===== src/rtl/lpm_pkg.sv =====
package lpm_pkg;

  typedef enum logic [2:0] {
    MODE_ACTIVE   = 3'd0,
    MODE_SLEEP    = 3'd1,
    MODE_STANDBY  = 3'd2,
    MODE_WATCH    = 3'd3,
    MODE_SUBACT   = 3'd4,
    MODE_SUBSLEEP = 3'd5
  } lpm_mode_e;

  localparam int unsigned SEL_W    = 3;
  localparam int unsigned BASE_EXP = 8;

endpackage


===== src/rtl/lpm_regs.sv =====
module lpm_regs
  import lpm_pkg::*;
#(
  parameter int unsigned AW      = 16,
  parameter logic [AW-1:0] ADDR_C1 = 16'hFFF0,
  parameter logic [AW-1:0] ADDR_C2 = 16'hFFF1
) (
  input  logic             clk,
  input  logic             rst_n,
  input  logic             wr_en,
  input  logic [AW-1:0]    addr,
  input  logic [7:0]       wr_data,
  output logic [7:0]       rd_data,
  output logic             stby,
  output logic [SEL_W-1:0] settle_sel,
  output logic             low_spd
);

  logic [1:0] div_sel;
  logic [3:0] c2_lo;
  logic       hit_c1;
  logic       hit_c2;

  assign hit_c1 = (addr == ADDR_C1);
  assign hit_c2 = (addr == ADDR_C2);

  // control register 1 fields
  always_ff @(posedge clk or negedge rst_n) begin
    if (!rst_n) begin
      stby       <= 1'b0;
      settle_sel <= '0;
      low_spd    <= 1'b0;
      div_sel    <= 2'b11;
    end else if (wr_en && hit_c1) begin
      stby       <= wr_data[7];
      settle_sel <= wr_data[6:4];
      low_spd    <= wr_data[3];
      div_sel    <= wr_data[1:0];
    end
  end

  // control register 2 storage nibble
  always_ff @(posedge clk or negedge rst_n) begin
    if (!rst_n)
      c2_lo <= 4'h0;
    else if (wr_en && hit_c2)
      c2_lo <= wr_data[3:0];
  end

  always_comb begin
    rd_data = 8'h00;
    if (hit_c1)
      rd_data = {stby, settle_sel, low_spd, 1'b1, div_sel};
    else if (hit_c2)
      rd_data = {4'hF, c2_lo};
  end

endmodule


===== src/rtl/lpm_settle.sv =====
module lpm_settle
  import lpm_pkg::*;
#(
  parameter int unsigned EXP0 = BASE_EXP,
  parameter int unsigned SW   = SEL_W
) (
  input  logic          clk,
  input  logic          rst_n,
  input  logic          start,
  input  logic [SW-1:0] sel,
  output logic          busy
);

  localparam int unsigned CNT_W = EXP0 + (1 << SW);

  logic [CNT_W-1:0] cnt;

  always_ff @(posedge clk or negedge rst_n) begin
    if (!rst_n)
      cnt <= '0;
    else if (start)
      cnt <= CNT_W'(1) << (EXP0 + int'(sel));
    else if (cnt != '0)
      cnt <= cnt - CNT_W'(1);
  end

  assign busy = (cnt != '0);

endmodule


===== src/rtl/lpm_mode_fsm.sv =====
module lpm_mode_fsm
  import lpm_pkg::*;
(
  input  logic      clk,
  input  logic      rst_n,
  input  logic      sleep_req,
  input  logic      wake_evt,
  input  logic      watch_sel,
  input  logic      stby,
  input  logic      low_spd,
  input  logic      settle_busy,
  output lpm_mode_e mode,
  output logic      settle_start
);

  lpm_mode_e nxt;

  always_comb begin
    nxt          = mode;
    settle_start = 1'b0;
    unique case (mode)
      MODE_ACTIVE: begin
        if (sleep_req && !settle_busy) begin
          if (!stby)          nxt = MODE_SLEEP;
          else if (watch_sel) nxt = MODE_WATCH;
          else                nxt = MODE_STANDBY;
        end
      end
      MODE_SUBACT: begin
        if (sleep_req)
          nxt = stby ? MODE_WATCH : MODE_SUBSLEEP;
      end
      MODE_SLEEP: begin
        if (wake_evt) nxt = MODE_ACTIVE;
      end
      MODE_SUBSLEEP: begin
        if (wake_evt) nxt = MODE_SUBACT;
      end
      MODE_STANDBY: begin
        if (wake_evt) begin
          nxt          = MODE_ACTIVE;
          settle_start = 1'b1;
        end
      end
      MODE_WATCH: begin
        if (wake_evt) begin
          if (low_spd) begin
            nxt = MODE_SUBACT;
          end else begin
            nxt          = MODE_ACTIVE;
            settle_start = 1'b1;
          end
        end
      end
      default: nxt = MODE_ACTIVE;
    endcase
  end

  always_ff @(posedge clk or negedge rst_n) begin
    if (!rst_n) mode <= MODE_ACTIVE;
    else        mode <= nxt;
  end

endmodule


===== src/rtl/lpm_sequencer.sv =====
module lpm_sequencer
  import lpm_pkg::*;
#(
  parameter int unsigned AW        = 16,
  parameter logic [AW-1:0] ADDR_C1 = 16'hFFF0,
  parameter logic [AW-1:0] ADDR_C2 = 16'hFFF1
) (
  input  logic          clk,
  input  logic          rst_n,
  input  logic          bus_wr_en,
  input  logic [AW-1:0] bus_addr,
  input  logic [7:0]    bus_wr_data,
  output logic [7:0]    bus_rd_data,
  input  logic          sleep_req,
  input  logic          wake_evt,
  input  logic          watch_sel,
  output logic [2:0]    mode_o,
  output logic          main_clk_en,
  output logic          sub_clk_en
);

  logic             stby_w;
  logic             low_spd_w;
  logic [SEL_W-1:0] settle_sel_w;
  logic             settle_start_w;
  logic             settle_busy_w;
  lpm_mode_e        mode_w;

  lpm_regs #(.AW(AW), .ADDR_C1(ADDR_C1), .ADDR_C2(ADDR_C2)) u_regs (
    .clk        (clk),
    .rst_n      (rst_n),
    .wr_en      (bus_wr_en),
    .addr       (bus_addr),
    .wr_data    (bus_wr_data),
    .rd_data    (bus_rd_data),
    .stby       (stby_w),
    .settle_sel (settle_sel_w),
    .low_spd    (low_spd_w)
  );

  lpm_mode_fsm u_fsm (
    .clk          (clk),
    .rst_n        (rst_n),
    .sleep_req    (sleep_req),
    .wake_evt     (wake_evt),
    .watch_sel    (watch_sel),
    .stby         (stby_w),
    .low_spd      (low_spd_w),
    .settle_busy  (settle_busy_w),
    .mode         (mode_w),
    .settle_start (settle_start_w)
  );

  lpm_settle #(.EXP0(BASE_EXP), .SW(SEL_W)) u_settle (
    .clk   (clk),
    .rst_n (rst_n),
    .start (settle_start_w),
    .sel   (settle_sel_w),
    .busy  (settle_busy_w)
  );

  assign mode_o      = mode_w;
  assign main_clk_en = ((mode_w == MODE_ACTIVE) || (mode_w == MODE_SLEEP)) && !settle_busy_w;
  assign sub_clk_en  = (mode_w != MODE_STANDBY);

endmodule


===== config.mk =====
export PLATFORM = sky130hd
export DESIGN_NAME = lpm_sequencer
export DESIGN_NICKNAME = d
export VERILOG_FILES = /design/src/rtl/lpm_pkg.sv /design/src/rtl/lpm_regs.sv /design/src/rtl/lpm_settle.sv /design/src/rtl/lpm_mode_fsm.sv /design/src/rtl/lpm_sequencer.sv
export SDC_FILE = /design/constraint.sdc
export NUM_CORES = 1
export LEC_CHECK = 0
export BUFFER_PORTS_ARGS = -buffer_cell sky130_fd_sc_hd__buf_2
export CAP_MARGIN = 20
export CORE_MARGIN = 2
export CORE_UTILIZATION = 53
export CTS_CLUSTER_SIZE = 25
export DETAILED_ROUTE_END_ITERATION = 10
export GPL_TIMING_DRIVEN = 1
export HOLD_SLACK_MARGIN = 0.03
export PLACE_DENSITY = 0.79
export REMOVE_ABC_BUFFERS = 1
export SKIP_CTS_REPAIR_TIMING = 1
export SLEW_MARGIN = 15
export SYNTH_ARGS = -nofsm -noshare
export SYNTH_HDL_FRONTEND = slang
export SYNTH_SLANG_ARGS = --single-unit

===== constraint.sdc =====
create_clock -name clk -period 1.9 [get_ports clk]
set_input_delay 0.38 -clock clk [delete_from_list [all_inputs] [get_ports clk]]
set_output_delay 0.38 -clock clk [all_outputs]
set_load 0.02 [all_outputs]

==> out/results.ini, run 1 <==
[status]
status = complete, but fails checks
violations = setup timing

[sta]
rsz0062_at_grt = yes
fin_crit_ns = 2.098
max_freq_mhz = 476.7
setup_tns_ns = -0.2985
hold_viol = 0
relSlewSlack = 0.5532
skew_ns = 0.009374
setup_violations = 6
fin_crit_sh = 1.104
setup_slack_ns = -0.1980
tightest_slew_ns = 0.6701
drv_slew = 0

[cells_and_area]
syn2layout_area_growth_pct = 37.67
area.sequential_sq_um = 754.5
drive_above_1_share = 0.4331
multi_input_area_sq_um = 1018
antennaDiodeCount = 0
mostFrequentLayoutCell = buf_4
final_cell_mix = buf_4, buf_2, dfrtp_1, nor2_1, mux2_2
layout.cells.non_filler = 298
fill_cells = 212
num-nets-final = 284

[synthesis]
yosys.area.top_type = dfrtp_1
syn_inst = 186
ys_warn_count = 0
ys.flop_type = dfrtp_1
synth_top_area_frac = 0.4026
synth_edf_count = 0
ys_seq_elements = 30
ys_types = 41
yosys-top-cells-area = dfrtp_1, mux2_2, nor2_1, dfstp_2, xor2_1
syn_area_per_cell_sq_um = 9.357
synthArstFlopShare = 1.000
ys_seq_area_frac = 0.4328
syn-cell-area_sq_um = 1740

[worst_setup_path]
regToRegEndpoint = u_settle.cnt[10]
cp-endpoint = main_clk_en
rrSetupSlack_ns = 0.08
rr_worst_depth = 8
crit_path_max_fanout = 4
worstSetupEndpointType = primary output
arrival_ns = 1.72
critPathKind = reg2out
timing.rr.start = u_settle.cnt[0]
setup.worst_path.start = u_settle.cnt[3]
required_ns = 1.52
worstSetupStartpointType = flop

[clock_network]
worstSkewPairLatency_ns = 0.35
clockBufferDepth = 2
cts_tree = yes
cts-root-buf = clkbuf_4
clkTransAtPathRegs_ns = 0.10
cts_max_level = 2
cts_buffers = 5
clock_sinks = 30

[power_and_ir_drop]
power_density_nw_per_um2 = 815.4
power_frac_seq = 0.460
switchingPower_uw = 647.3
p_comb_frac = 0.277
irDropWorstVdd_uv = 631.1
clock_power_share = 0.263
p_leak_nw = 1.068
internal-power_mw = 1.306
p_total_mw = 1.954
p_sw_frac = 0.3313

[routing]
ant_nets = 0
drc = 0
drt_pass1_iterations = 4
num_vias = 1681
routed_wl_um = 4299
drtIter0Drc = 85
vias_per_cell = 5.641
post_drt_wl_per_cell_um = 14.43

[global_routing]
antenna_found_initial = 0
grt_pass1_vias = 1486
track_usage = 0.2394
overflow = 0
grt_max_degree = 31
grt_pass1_wl_um = 6492

[placement]
hpwl_um = 2913
dp_slack_ns = -0.1209
gp_congestion = 0.8219
placed_cells = 283
port_buffers = 42

[die]
die_h_um = 61.31
die_area_sq_um = 3758
initial_utilization = 0.5654
rows = 20
io_pins = 43
dieWidth_um = 61.31
core_area_sq_um = 3078

[run]
drv_cap = 0

[hold_path]
hp-class = in2async

==> synthesized netlist by cell type (2+ instances only) <==
library cell  instances
mux2i_1               4
nand2_1              10
o211ai_1              2
nand3_1               6
a31oi_1               4
nand2b_1              6
a211oi_1              2
nor2_1               32
nor2b_1               5
and3_1                2
xor2_1                6
nand3b_1              3
nand4_1               4
dfstp_2               2
nor3_1                6
nor4_4                2
o21ai_0               5
nor4_1                7
inv_1                 5
mux2_2               11
clkbuf_1              6
or4_1                 3
dfrtp_1              28
a21oi_1               6
o31ai_1               2
nand4b_1              2
==> cell type report <==
type	instances	share of cell area
Clock buffer	5	0.01567
Clock inverter	3	0.01671
Inverter	5	0.007833
Multi-Input combinational cell	143	0.4251
Sequential cell	30	0.3149
Tap cell	44	0.02298
Timing Repair Buffer	68	0.1969
==> through the flow <==
step	util	hold WS, ns	area (sq um)
after floorplan	-	0.08441	1709
after global placement	0.6878	0.4463	2117
after detailed placement	0.6878	0.4495	2117
after CTS	0.7130	0.06175	2195
after global routing	0.7785	0.09577	2396
final	0.7785	0.05677	2396
==> flip-flops by register name, summed over array words and instances (netlist names) <==
signal and cells:
u_regs.c2_lo 4, u_settle.cnt 16, u_fsm.mode 3, u_regs.stby 1, u_regs.low_spd 1, u_regs.settle_sel 3, u_regs.div_sel 2
==> kinds of logic (layout without fill, tap and decap cells) <==
group | Yosys count | in the layout | share of synthesized area
buf+inv | 13 | 81 | 0.02875
fa+ha+maj | 1 | 1 | 0.007188
compound gates | 27 | 27 | 0.1042
flops | 30 | 30 | 0.4328
simple gates | 93 | 93 | 0.2976
xor+xnor | 7 | 7 | 0.03523
mux | 15 | 15 | 0.09418
==> power groups by stage <==
| stage | registers [mW] | clock network, mW | logic, mW |
|---|---|---|---|
| 5_1_grt | 0.912 | 0.552 | 0.605 |
| 6_report | 0.899 | 0.513 | 0.542 |
| 4_1_cts | 0.886 | 0.524 | 0.461 |
| 3_5_place_dp | 0.897 | 0 | 0.458 |
| 2_1_floorplan | 0.894 | 0 | 0.276 |
| 3_3_place_gp | 0.896 | 0 | 0.449 |
==> per-layer routing <==
| layer | vias up | track usage | routed length, um |
|---|---|---|---|
| met5 | - | 0 | 0 |
| met4 | 0 | 0.1366 | 85 |
| met3 | 10 | 0.05252 | 259 |
| met2 | 54 | 0.3936 | 2068 |
| met1 | 801 | 0.2889 | 1885 |
| li1 | 816 | - | - |
==> worst min-delay path by stage <==
stage                     start              end  slack (ns)  depth (start not counted)
after global routing      rst_n  u_settle.cnt[0]         0.1                          1
after floorplan           rst_n    u_fsm.mode[0]        0.08                          0
after global placement    rst_n  u_settle.cnt[0]        0.45                          1
final                     rst_n  u_settle.cnt[3]        0.06                          1
after CTS                 rst_n  u_settle.cnt[0]        0.06                          1
after detailed placement  rst_n  u_settle.cnt[0]        0.45                          1
==> critical path: stages (launching register included) <==
cell      delay (ns)
dfrtp_2         0.45
nor4_4          0.37
nand3_2         0.13
nand2b_4        0.16
nor3_2          0.10
buf_4           0.16
Power figures use the tool's default switching activity.
==> inputs of run 2 (changes only) <==
CELL_PAD_IN_SITES_DETAIL_PLACEMENT = 1   (was unset)
CELL_PAD_IN_SITES_GLOBAL_PLACEMENT = 1   (was unset)
CORE_UTILIZATION = 40   (was 53)
PLACE_DENSITY = unset   (was 0.79)
PLACE_DENSITY_LB_ADDON = 0.1   (was unset)
==> out/results.ini, run 2 (synthesis results as in run 1) <==
[status]
status = complete, but fails checks
violations = setup timing

[placement]
port_buffers = 42  ; unchanged
placed_cells = 285  ; +0.71%
placed_cell_area_sq_um = 2095  ; -1.1%
gp_congestion = 0.8615  ; +4.8%
hpwl_um = 3749  ; +29%

[cells_and_area]
drive_above_1_share = 0.4106  ; -0.02250
fin_area_sq_um = 2349  ; -2.0%
top_register = u_settle.cnt
antennaDiodeCount = 0  ; unchanged
layout.cells.non_filler = 296  ; -0.67%
largest_reg_flops = 16  ; unchanged
num-nets-final = 277  ; -2.5%
syn2layout_area_growth_pct = 34.94
top_regs = u_settle.cnt x16, u_regs.c2_lo x4
final_cell_mix = buf_2, dfrtp_1, nor2_1, buf_4, mux2_2
mostFrequentLayoutCell = buf_2

[worst_setup_path]
critPathBufInv = 2  ; +1
cp_slowest_stage_delay_ns = 0.40  ; -0.05 ns
timing.rr.start = u_settle.cnt[1]
arrival_ns = 1.69  ; -0.03 ns
crit_family = simple AND/OR/NAND/NOR gates
cp.depth = 7  ; +2
crit_path_max_fanout = 2  ; -2
worstSetupStartpointType = flop
crit_chain = inv_2, ha_4, nor3b_4, nand3_2, nand2b_4, nor3_2, buf_4
regToRegEndpoint = u_settle.cnt[14]
critPathKind = reg2out
cp_slowest_cell = dfrtp_1
rrSetupSlack_ns = -0.02  ; -0.10 ns
worstSetupEndpointType = primary output
rr_worst_depth = 9  ; +1
required_ns = 1.52  ; about the same

[routing]
ant_nets = 0  ; unchanged
post_drt_wl_per_cell_um = 18.30  ; +27%
vias_per_cell = 5.676  ; +0.62%
routed_wl_um = 5416  ; +26%
num_vias = 1680  ; -0.059%
drc = 0  ; unchanged
drt_pass1_iterations = 4  ; unchanged
drtIter0Drc = 57  ; -33%

[die]
dieWidth_um = 69.96  ; +14%
rows = 23  ; +15%
initial_utilization = 0.4259  ; -0.1395
io_pins = 43  ; unchanged
core_area_sq_um = 4086  ; +33%
die_area_sq_um = 4894  ; +30%
die_h_um = 69.96  ; +14%

[sta]
fin_crit_ns = 2.065  ; -0.03256 ns
max_freq_mhz = 484.2  ; +1.6%
fin_crit_sh = 1.087  ; -0.01714
rsz0062_at_grt = yes
relSlewSlack = 0.5327  ; -0.02055
drv_slew = 0  ; unchanged
skew_ns = 0.007343  ; -0.002032 ns
setup_slack_ns = -0.1654  ; +0.03256 ns
hold_viol = 0  ; unchanged
tightest_slew_ns = 0.7010  ; +0.03082 ns
setup_violations = 10  ; +4

[clock_network]
cts_buffers = 5  ; unchanged
clkTransAtPathRegs_ns = 0.07  ; -0.03 ns
worstSkewPairLatency_ns = 0.28  ; -0.07 ns
cts_tree = yes
clockBufferDepth = 2  ; unchanged
clock_sinks = 30  ; unchanged
cts_max_level = 2  ; unchanged
cts-root-buf = clkbuf_8

[global_routing]
top_usage_layer = met2
grt_max_degree = 31  ; unchanged
overflow = 0  ; unchanged
use_met1 = 0.2783  ; -0.01066
grt_pass1_wl_um = 8507  ; +31%
grt_pass1_vias = 1731  ; +16%
track_usage = 0.2151  ; -0.02428
antenna_found_initial = 0  ; unchanged
grt_util_met2 = 0.3704  ; -0.02325
met3_usage = 0.04185  ; -0.01067

[power_and_ir_drop]
power_density_nw_per_um2 = 821.9  ; +0.80%
internal-power_mw = 1.253  ; -4.1%
p_comb_frac = 0.265  ; -0.012
irDropWorstVdd_uv = 356.9  ; -43%
switchingPower_uw = 677.0  ; +4.6%
clock_power_share = 0.254  ; -0.009
p_sw_frac = 0.3507  ; +0.01938
power_frac_seq = 0.482  ; +0.022
p_leak_nw = 1.024  ; -4.1%

[hold_path]
hp-class = in2async

[run]
drv_cap = 0  ; unchanged

==> run 2: worst register-to-register path: cells and delay by family, from the launching register on <==
kind	cells	cell delay, ns
DFF	1	0.40
buffers and inverters	3	0.38
adders and majority gates	1	0.15
AOI/OAI and AO/OA	1	0.17
and+or+nand+nor	4	0.77
==> run 2: how the worst max path moves through the flow <==
stage                     from        endpoint  slack (ns)
6_report       u_settle.cnt[1]     main_clk_en       -0.17
4_1_cts        u_settle.cnt[0]     main_clk_en       -0.29
3_5_place_dp       bus_addr[1]  bus_rd_data[2]       -0.20
2_1_floorplan  u_settle.cnt[0]     main_clk_en       -0.17
3_3_place_gp       bus_addr[1]  bus_rd_data[2]       -0.12
5_1_grt        u_settle.cnt[0]     main_clk_en       -0.22
==> run 2: per-layer routing <==
metal  part of all wire  wire (um)
met5                  0          0
met4              0.014         78
met3              0.032        171
met2               0.52       2841
met1               0.43       2325
==> run 2: final cells by class <==
type | instances | area, sq um
Tap cell | 50 | 62.56
Clock buffer | 7 | 76.32
Inverter | 5 | 18.77
Fill cell | 473 | 1738
Sequential cell | 30 | 753.2
Multi-Input combinational cell | 143 | 1033
Timing Repair Buffer | 61 | 404.1
==> run 2: power by group through the flow <==
stage                     registers, mW  logic, mW  clock network [mW]
final                             0.930      0.511               0.490
after global routing              0.952      0.584               0.528
after CTS                         0.906      0.464               0.493
after detailed placement          0.916      0.459                   0
after global placement            0.907      0.435                   0
after floorplan                   0.894      0.276                   0
==> run 2: through the flow <==
stage	total power, mW	TNS [ns]	setup WS [ns]	utilization	hold WS [ns]
2_1_floorplan	1.170	-0.3428	-0.1695	-	0.08441
3_3_place_gp	1.343	-0.7559	-0.1227	0.5126	0.4589
3_5_place_dp	1.375	-1.558	-0.1980	0.5126	0.4615
4_1_cts	1.863	-1.682	-0.2898	0.5312	0.1669
5_1_grt	2.064	-1.230	-0.2194	0.5747	0.1976
6_report	1.930	-0.5011	-0.1654	0.5747	0.1437
